`src/rtl/dmaload_pkg.sv`:
```
// Package: shared constants and the sequencer state type.
// Assumes the state code uses 2'b10 for the DMA state.
package dmaload_pkg;
    localparam logic [1:0] SC_DMA = 2'b10;

    typedef enum logic [2:0] {
        LD_IDLE,
        LD_FETCH,
        LD_SETTLE,
        LD_REQ,
        LD_EXIT
    } ld_state_t;
endpackage

```
`src/rtl/dl_sync.sv`:
```
// Module: multi-flop synchronizer for a small bus of slow status lines.
// Assumes the lines change slowly relative to clk (state codes last cycles).
// Resets to all zero, which is a non-DMA code.
module dl_sync #(
    parameter int W      = 2,
    parameter int STAGES = 2
) (
    input  logic         clk,
    input  logic         rst_n,
    input  logic [W-1:0] d,
    output logic [W-1:0] q
);
    logic [W-1:0] stg [STAGES];

    for (genvar g = 0; g < STAGES; g++) begin : g_stage
        // Purpose: shift the input one flop further along the chain.
        always_ff @(posedge clk) begin
            if (!rst_n) begin
                stg[g] <= '0;
            end else if (g == 0) begin
                stg[g] <= d;
            end else begin
                stg[g] <= stg[(g > 0) ? g - 1 : 0];
            end
        end
    end

    assign q = stg[STAGES-1];
endmodule

```
`src/rtl/dl_settle.sv`:
```
// Module: settle timer. A load starts a countdown of CYC cycles.
// expired is high in the cycle in which the CYC-th cycle after the load completes.
// Assumes CYC >= 1.
module dl_settle #(
    parameter int CYC = 4
) (
    input  logic clk,
    input  logic rst_n,
    input  logic load,
    output logic expired
);
    localparam int CW = $clog2(CYC + 1);
    logic [CW-1:0] cnt;

    // Purpose: load the countdown, or count towards zero.
    always_ff @(posedge clk) begin
        if (!rst_n) begin
            cnt <= '0;
        end else if (load) begin
            cnt <= CW'(CYC);
        end else if (cnt != '0) begin
            cnt <= cnt - CW'(1);
        end
    end

    assign expired = (cnt == CW'(1)) && !load;

    initial begin
        a_r3_cyc_positive: assert (CYC >= 1);
    end
endmodule

```
`src/rtl/dma_byte_loader.sv`:
```
// Module: DMA-in byte loader sequencer (top).
// Streams len bytes from a local buffer into a processor by a four-phase
// handshake: drive data, settle, raise request, see the DMA state code,
// drop request, see the state code leave DMA, go to the next byte.
// Assumes buf_data is a combinational read of buf_addr and that the processor
// keeps its own write address.
module dma_byte_loader
    import dmaload_pkg::*;
#(
    parameter int LEN_W       = 8,
    parameter int DATA_W      = 8,
    parameter int SETTLE_CYC  = 4,
    parameter int SYNC_STAGES = 2
) (
    input  logic              clk,
    input  logic              rst_n,
    input  logic              start,
    input  logic [LEN_W-1:0]  len,
    output logic [LEN_W-1:0]  buf_addr,
    input  logic [DATA_W-1:0] buf_data,
    output logic [DATA_W-1:0] bus_data,
    output logic              bus_oe,
    output logic              dma_req,
    input  logic [1:0]        sc_in,
    output logic              busy,
    output logic              done
);
    ld_state_t         state;
    logic [LEN_W-1:0]  idx;
    logic [LEN_W-1:0]  len_q;
    logic [DATA_W-1:0] data_q;
    logic [1:0]        sc_s;
    logic              in_dma;
    logic              settle_done;
    logic              last_byte;

    dl_sync #(.W(2), .STAGES(SYNC_STAGES)) u_sync (
        .clk   (clk),
        .rst_n (rst_n),
        .d     (sc_in),
        .q     (sc_s)
    );

    dl_settle #(.CYC(SETTLE_CYC)) u_settle (
        .clk     (clk),
        .rst_n   (rst_n),
        .load    (state == LD_FETCH),
        .expired (settle_done)
    );

    assign in_dma    = (sc_s == SC_DMA);
    assign last_byte = (idx == len_q - LEN_W'(1));

    // Purpose: handshake sequencing, byte index and the done pulse.
    always_ff @(posedge clk) begin
        if (!rst_n) begin
            state   <= LD_IDLE;
            idx     <= '0;
            len_q   <= '0;
            data_q  <= '0;
            dma_req <= 1'b0;
            done    <= 1'b0;
        end else begin
            done <= 1'b0;
            unique case (state)
                LD_IDLE: begin
                    if (start) begin
                        if (len == '0) begin
                            done <= 1'b1;
                        end else begin
                            len_q <= len;
                            idx   <= '0;
                            state <= LD_FETCH;
                        end
                    end
                end
                LD_FETCH: begin
                    data_q <= buf_data;
                    state  <= LD_SETTLE;
                end
                LD_SETTLE: begin
                    if (settle_done) begin
                        dma_req <= 1'b1;
                        state   <= LD_REQ;
                    end
                end
                LD_REQ: begin
                    if (in_dma) begin
                        dma_req <= 1'b0;
                        state   <= LD_EXIT;
                    end
                end
                LD_EXIT: begin
                    if (!in_dma) begin
                        if (last_byte) begin
                            done  <= 1'b1;
                            idx   <= '0;
                            state <= LD_IDLE;
                        end else begin
                            idx   <= idx + LEN_W'(1);
                            state <= LD_FETCH;
                        end
                    end
                end
                default: state <= LD_IDLE;
            endcase
        end
    end

    assign busy     = (state != LD_IDLE);
    assign buf_addr = idx;
    assign bus_data = data_q;
    assign bus_oe   = in_dma && ((state == LD_REQ) || (state == LD_EXIT));

    // seeing the DMA state while requesting drops the request next cycle.
    a_r4_req_drop: assert property (@(posedge clk) disable iff (!rst_n)
        (dma_req && in_dma) |=> !dma_req);

    // the byte index never moves while the processor is in DMA.
    a_r5_hold_in_dma: assert property (@(posedge clk) disable iff (!rst_n)
        in_dma |=> $stable(idx));

    // data is stable on the cycle the request rises.
    a_r3_data_stable: assert property (@(posedge clk) disable iff (!rst_n)
        $rose(dma_req) |-> $stable(bus_data));

    // a zero length finishes at once without a request.
    a_r9_zero_len: assert property (@(posedge clk) disable iff (!rst_n)
        (start && !busy && len == '0) |=> (done && !dma_req && !busy));

    // start while busy leaves the latched length untouched.
    a_r10_start_ignored: assert property (@(posedge clk) disable iff (!rst_n)
        (busy && start) |=> $stable(len_q));

    // done lasts one cycle.
    a_r11_done_pulse: assert property (@(posedge clk) disable iff (!rst_n)
        done |=> !done);

    // the index stays inside the transfer.
    a_r8_idx_bound: assert property (@(posedge clk) disable iff (!rst_n)
        busy |-> (idx < len_q));
endmodule

```
`config.mk`:
```
export PLATFORM = sky130hd
export DESIGN_NAME = dma_byte_loader
export DESIGN_NICKNAME = d
export VERILOG_FILES = /design/src/rtl/dmaload_pkg.sv /design/src/rtl/dl_sync.sv /design/src/rtl/dl_settle.sv /design/src/rtl/dma_byte_loader.sv
export SDC_FILE = /design/constraint.sdc
export NUM_CORES = 1
export LEC_CHECK = 0
export BUFFER_PORTS_ARGS = -buffer_cell sky130_fd_sc_hd__buf_2
export CORE_ASPECT_RATIO = 0.75
export CORE_MARGIN = 5
export CORE_UTILIZATION = 50
export CTS_BUF_LIST = sky130_fd_sc_hd__clkbuf_16
export DETAILED_ROUTE_END_ITERATION = 8
export GPL_TIMING_DRIVEN = 1
export PLACE_DENSITY_LB_ADDON = 0.1
export REMOVE_ABC_BUFFERS = 1
export SLEW_MARGIN = 10
export SYNTH_ARGS = -nofsm -noshare
export SYNTH_HDL_FRONTEND = slang
export SYNTH_SLANG_ARGS = --single-unit
```
`constraint.sdc`:
```
create_clock -name clk -period 5.4 [get_ports clk]
set_clock_uncertainty 0.05 [all_clocks]
set_input_delay 0 -clock clk [delete_from_list [all_inputs] [get_ports clk]]
set_output_delay 0 -clock clk [all_outputs]
set_load 0.005 [all_outputs]
```
==> results of run 1 <==
==> timing repair <==
| action | CTS | global route |
|---|---|---|
| endpoints found under the hold margin | 18 | 0 |
| resized for setup | 0 | 0 |
| hold buffers | 18 | 0 |
==> area by class of cell <==
type | instances | area (µm²)
Multi-Input combinational cell | 145 | 1000
Fill cell | 254 | 1000
Sequential cell | 36 | 721
Timing Repair Buffer | 58 | 380
Clock buffer | 5 | 125
Tap cell | 40 | 50.0
Clock inverter | 3 | 37.5
Inverter | 9 | 33.8
==> through the flow <==
step / utilization (%) / setup slack [ns] / cells / instance area (µm²) / power [µW]
final: 70.1 / 3.24 / 296 / 2350 / 828
after global routing: 70.1 / 3.05 / 296 / 2350 / 880
after CTS: 70.1 / 3.22 / 296 / 2350 / 836
after detailed placement: 59.9 / 3.22 / 270 / 2010 / 503
after global placement: 59.9 / 3.41 / 270 / 2010 / 493
after floorplan: - / 3.46 / 190 / 1750 / 457
==> worst max path at each step <==
stage                   from          end
detailed placement  len_q[0]  buf_addr[3]
CTS                 len_q[0]  buf_addr[3]
global route        len_q[0]  buf_addr[7]
global placement    len_q[0]  buf_addr[7]
finish              len_q[0]  buf_addr[7]
floorplan           state[0]  bus_data[0]
==> flip-flops by register name, indices dropped and copies added (netlist names) <==
signal        count
buf_addr          8
bus_data          8
dma_req           1
done              1
len_q             8
state             3
u_settle.cnt      3
u_sync.stg        4
==> synth_stat cells, drive strengths merged <==
cell | count | area [µm²]
and2 | 5 | 31.3
o21ai | 5 | 28.8
o21a | 2 | 15.0
dfxtp | 36 | 721
o31ai | 1 | 7.51
or3 | 2 | 12.5
or3b | 1 | 8.76
mux2i | 13 | 130
and3 | 2 | 12.5
nand2 | 8 | 30.0
a31oi | 4 | 25.0
o211a | 1 | 17.5
nor2b | 23 | 144
nor4 | 2 | 12.5
nand4 | 3 | 18.8
a21oi | 9 | 45.0
or4 | 2 | 18.8
a21boi | 3 | 22.5
nand3b | 1 | 7.51
nor3 | 6 | 30.0
xor2 | 6 | 52.6
o2111a | 1 | 11.3
o211ai | 1 | 7.51
nand3 | 6 | 30.0
clkbuf | 3 | 11.3
and3b | 1 | 8.76
ha | 6 | 75.1
nand2b | 2 | 12.5
or2 | 2 | 15.0
nor2 | 16 | 75.1
xnor2 | 9 | 78.8
nor3b | 2 | 15.0
inv | 9 | 33.8
buf | 4 | 20.0
==> per-layer routing <==
metal / up-vias / track usage, % / wire length (µm)
li1: 790 / - / -
met1: 692 / 21.3 / 1860
met2: 32 / 30.3 / 1880
met3: 2 / 5.91 / 209
met4: 0 / 4.41 / 22
met5: - / 0 / 0
==> critical path: cells and delay by family, from the launching register on <==
kind	cells	cell delay [ns]
simple gates	4	0.84
compound gates	2	0.49
flops	1	0.36
fa+ha+maj	1	0.22
buf+inv	1	0.08
==> placed cells by master, fill, tap and decap left out, types with 2 or more instances in the layout <==
cell type	count
mux2i_1	13
clkinv_1	2
nor2_1	14
xnor2_1	9
a21boi_0	2
nand4_1	3
o21ai_0	4
nor4_1	2
nor2b_1	23
and3_1	2
nor3_1	6
or3_1	2
a31oi_1	4
xor2_1	6
buf_2	40
ha_1	6
dlygate4sd3_1	18
nor2_4	2
and2_1	5
dfxtp_1	36
nand2b_1	2
nand2_1	8
o21a_1	2
a21oi_1	9
clkbuf_16	5
inv_1	9
nand3_1	6
==> cells by family (layout without fill, tap and decap cells) <==
logic type,after synthesis,after routing,synth area share [%]
muxes,13,13,7.29
AOI/OAI and AO/OA,27,27,10.1
adders and majority gates,6,6,4.20
DFF,36,36,40.4
xor gates and xnor gates,15,15,7.36
and+or+nand+nor,84,84,27.1
buffers and inverters,16,75,3.64
==> power breakdown <==
part           total [µW]  internal [µW]  switching [µW]
clock                 317            214             103
combinational         196           96.3            99.7
sequential            315            293            21.8
==> qor.yml, run 1 <==
outcome:
  outcome: "complete, no violations"
route:
  drt_wl_total_um: 3970
  num_vias: 1516
  drcViolationCount: 0
  drt_first_pass_iters: 4
  drt.antenna.violating_nets: 0
  wl_per_cell_um: 13.4
  drt_iter0_drc: 47
  avgViaCountPerCell: 5.12
grt:
  grt_usage_pct: 17.4
  grt_max_degree: 32
  antenna_found_initial: 0
  grt_pass1_vias: 1486
  grt-ovfl-total: 0
  grt_pass1_wl_um: 6570
clock_tree:
  cts_tree: "built"
  postCtsSetupBuffers: 0
  clkSlewWorstSetupHoldPaths_ns: 0.06
  insertion_delay_ns: 0.27
  numCtsBuffers: 5
  cts_max_level: 2
  cts.sinks: 36
  cts_root_buffer: "clkbuf_16"
  ctsLongestPathBuffers: 2
finish:
  nNetsFinal: 282
  area_delta_synth_final_pct: 31.7
  antenna_cells: 0
  drive_gt1_share_pct: 21.5
sta:
  setup_viol: 0
  hold_violations: 0
  maxSlewHeadroom_pct: 36.8
  rsz0062_at_grt: "false"
  tns_ns: 0
  fin_crit_sh_pct: 39.9
  drv_slew: 0
  period_minus_slack_ns: 2.16
  timing.hold.ws_ns: 0.108
  max_freq_ghz: 0.464
  tightest_slew_ns: 0.944
die:
  start_util_pct: 53.2
  fp.dieW_um: 79
  chipHeight_um: 61.8
  die_area_um2: 4880
  coreArea_um2: 3360
  ioPinCount: 41
  row_count: 18
worst_setup_path:
  worst-setup-path-type: "reg2reg"
  cp_data_required_time_ns: 5.50
  critPathMaxStageDelay_ns: 0.36
  cp.arrival_ns: 2.26
  path_cells: "inv_1 -> ha_1 -> nor2b_1 -> or3_1 -> a31oi_1 -> nand4_1 -> o21ai_2 -> nor2_1"
  path_max_fanout: 5
  worst-r2r-setup-slack_ns: 3.24
  end_kind: "flip-flop"
  cp-start-kind: "flip-flop"
  reg2regPathDepth: 8
  cp_slowest_cell: "dfxtp_1"
  reg2reg_from: "len_q[0]"
  r2r_end: "buf_addr[7]"
synthesis:
  ys_warn_count: 0
  netlist_area_um2: 1790
  yosysSeqAreaShare_pct: 40.4
  avgSynthCellArea_um2: 9.06
  synthCells: 197
  ys_ff_latch: 36
  synth_cell_types: 39
worst_hold_path:
  hold_start: "start"
  hold_depth: 4
  hold_end: "done"
  hp-class: "in2reg"
placed_design:
  io_buffer_count: 40
  routabilityCongestion: 0.873
  dp_hpwl_um: 2810
power:
  vdd_drop_max_mv: 0.260
  powerDensity_nw_per_um2: 352
  p_leak_uw: 0.000997
run:
  drv_cap: 0
Power figures use the tool's default switching activity.
==> run 2, diff against run 1 <==
--- a/config.mk
+++ b/config.mk
@@ -8,7 +8,7 @@
 export BUFFER_PORTS_ARGS = -buffer_cell sky130_fd_sc_hd__buf_2
 export CORE_ASPECT_RATIO = 0.75
 export CORE_MARGIN = 5
-export CORE_UTILIZATION = 50
+export CORE_UTILIZATION = 48
 export CTS_BUF_LIST = sky130_fd_sc_hd__clkbuf_16
 export DETAILED_ROUTE_END_ITERATION = 8
 export GPL_TIMING_DRIVEN = 1
==> constraint.sdc (replaced) <==
create_clock -name clk -period 1.9 [get_ports clk]
set_clock_uncertainty 0.05 [all_clocks]
set_input_delay 0 -clock clk [delete_from_list [all_inputs] [get_ports clk]]
set_output_delay 0 -clock clk [all_outputs]
set_load 0.005 [all_outputs]
==> run 2 against run 1 <==
Against the previous run:
- core utilization rose by 2.5 points
- sequential cell count did not move
- the flow now finishes with violations (negative setup slack)
- die area rose by 3.6%
- global-route usage rose by 1.1 points
- routed wire length rose by 8.9%
- first-iteration DRC count fell by 13%
- via count rose by 5.7%
==> qor.yml, run 2 (synthesis results as in run 1) <==
placed_design:
  place_area_um2: 2140  # was 2010 µm²
  dp_hpwl_um: 2860  # was 2810 µm
  io_buffer_count: 40  # unchanged
  routabilityCongestion: 0.847  # was 0.873
clock_tree:
  cts.sinks: 36  # unchanged
  insertion_delay_ns: 0.28  # was 0.27 ns
  cts_max_level: 2  # unchanged
  numCtsBuffers: 5  # unchanged
  cts_root_buffer: "clkbuf_16"  # unchanged
  cts_tree: "built"  # unchanged
  clkSlewWorstSetupHoldPaths_ns: 0.06  # about the same
  ctsLongestPathBuffers: 2  # unchanged
route:
  drt_wl_total_um: 4330  # was 3970 µm
  avgViaCountPerCell: 4.91  # was 5.12
  drt_iter0_drc: 41  # was 47
  drt.antenna.violating_nets: 0  # unchanged
  drt_first_pass_iters: 4  # unchanged
  num_vias: 1602  # was 1516
  wl_per_cell_um: 13.3  # was 13.4 µm
  drcViolationCount: 0  # unchanged
worst_setup_path:
  cp_slowest_cell: "or3_1"  # was dfxtp_1
  cp-start-kind: "flip-flop"  # unchanged
  worst-r2r-setup-slack_ns: -0.12  # was 3.24 ns
  critical-path-top-delay-family: "simple AND/OR/NAND/NOR gates"  # unchanged
  cp_data_required_time_ns: 2.02  # was 5.50 ns
  reg2regPathDepth: 9  # was 8
  worst-setup-path-type: "reg2reg"  # unchanged
  end_kind: "flip-flop"  # unchanged
  critPathMaxStageDelay_ns: 0.36  # about the same
  r2r_end: "buf_addr[3]"  # was buf_addr[7]
  crit_buf_inv: 2  # was 1
  cp.arrival_ns: 2.14  # was 2.26 ns
  path_max_fanout: 5  # unchanged
  reg2reg_from: "len_q[0]"  # unchanged
  path_cells: "inv_2 -> ha_4 -> nor2b_4 -> or3_1 -> a31oi_1 -> nand4_1 -> buf_4 -> o21ai_4 -> nor2_1"  # was inv_1 -> ha_1 -> nor2b_1 -> or3_1 -> a31oi_1 -> nand4_1 -> o21ai_2 -> nor2_1
die:
  coreArea_um2: 3610  # was 3360 µm²
  fp.dieW_um: 80.4  # was 79 µm
  chipHeight_um: 62.8  # was 61.8 µm
  row_count: 19  # was 18
  ioPinCount: 41  # unchanged
  die_area_um2: 5050  # was 4880 µm²
  start_util_pct: 49.4  # was 53.2%
outcome:
  violations: "negative setup slack"
  outcome: "complete, but fails checks"  # was complete, no violations
grt:
  grt-ovfl-total: 0  # unchanged
  grt_pass1_vias: 1527  # was 1486
  antenna_found_initial: 0  # unchanged
  grt_max_degree: 23  # was 32
  grt_usage_pct: 18.5  # was 17.4%
  grt_pass1_wl_um: 7310  # was 6570 µm
sta:
  tightest_slew_ns: 0.326  # was 0.944 ns
  hold_violations: 0  # unchanged
  setup_slack_ns: -0.122  # was 3.24 ns
  rsz0062_at_grt: "true"  # was false
  max_freq_ghz: 0.495  # was 0.464 GHz
  setup_viol: 8  # was 0
  maxSlewHeadroom_pct: 78.3  # was 36.8%
  drv_slew: 0  # unchanged
  period_minus_slack_ns: 2.02  # was 2.16 ns
  fin_crit_sh_pct: 106  # was 39.9%
  tns_ns: -0.682  # was 0 ns
finish:
  most-common-layout-cells: "40 x buf_2, 34 x dfxtp_1, 22 x nor2b_1"  # was 40 x buf_2, 36 x dfxtp_1, 23 x nor2b_1
  area_delta_synth_final_pct: 46.9  # was 31.7%
  post-route-cell-area_um2: 2620  # was 2350 µm²
  drive_gt1_share_pct: 32.5  # was 21.5%
  nFillCells: 293  # was 254
  nNetsFinal: 300  # was 282
  antenna_cells: 0  # unchanged
  final_common_cell: "buf_2"  # unchanged
power:
  p_leak_uw: 0.00113  # was 0.000997 µW
  vdd_drop_max_mv: 0.618  # was 0.260 mV
  powerDensity_nw_per_um2: 1040  # was 352 nW/µm²
run:
  drv_cap: 0  # unchanged
worst_hold_path:
  hold_depth: 2  # was 4
  hold_end: "done"  # unchanged
  hold_start: "rst_n"  # was start
  hp-class: "in2reg"  # unchanged
[run 2: cell types whose count changed in the layout (fill, tap and decap cells not counted), sizes merged]
cell,change
bufinv,+2
buf,+18
clkinv,-2
[run 2: metrics by stage]
stage	setup WS, ns	std cells	power, µW	util [%]	hold slack, ns
6_report	-0.122	326	2730	72.6	0.0774
5_1_grt	-0.172	326	2880	72.6	0.109
4_1_cts	0.00968	324	2710	71.3	0.0856
3_5_place_dp	-0.107	297	1460	59.1	0.167
3_3_place_gp	-0.0611	297	1450	59.1	0.164
2_1_floorplan	-0.0439	190	1300	-	0.0675
[run 2: report_power, final]
part,leakage [µW],switching (µW),internal [µW]
sequential,0.000295,55.7,834
combinational,0.000731,306,322
clock,0.000104,326,885
total,0.00113,687,2040
[run 2: how the worst max path moves through the flow]
stage | startpoint | slack (ns) | cells past startpoint | to
final | len_q[0] | -0.12 | 9 | buf_addr[3]
after global routing | len_q[1] | -0.17 | 9 | buf_addr[5]
after CTS | len_q[1] | 0.01 | 9 | done
after detailed placement | len_q[0] | -0.11 | 8 | buf_addr[4]
after global placement | len_q[0] | -0.06 | 8 | buf_addr[3]
after floorplan | state[0] | -0.04 | 3 | bus_data[0]
[run 2: layout make-up]
cell class              count  area, µm²  share of cell area [%]
well taps                  52       65.1                    2.48
repair buffers             76        515                    19.7
flip-flops and latches     36        723                    27.6
multi-input cells         145       1070                    40.8
clock inverters             3       90.1                    3.44
clock buffers               5        125                    4.77
inverters                   9       33.8                    1.29
[run 2: metal layers]
metal  GRT usage (%)  vias up  wire length (µm)
met1            26.1      734              2040
met2            26.8       36              1960
met5               0        -                 0
met3            6.63        6               278
li1                -      826                 -
met4            4.43        0                40
[run 2: timing repair]
action / in CTS / in global routing
endpoints found under the hold margin: 18 / 0
hold buffers: 18 / 0
buffers inserted: 1 / 2
setup endpoints to repair: 10 / 9
resized for setup: 11 / 10
pin swaps: 6 / 13
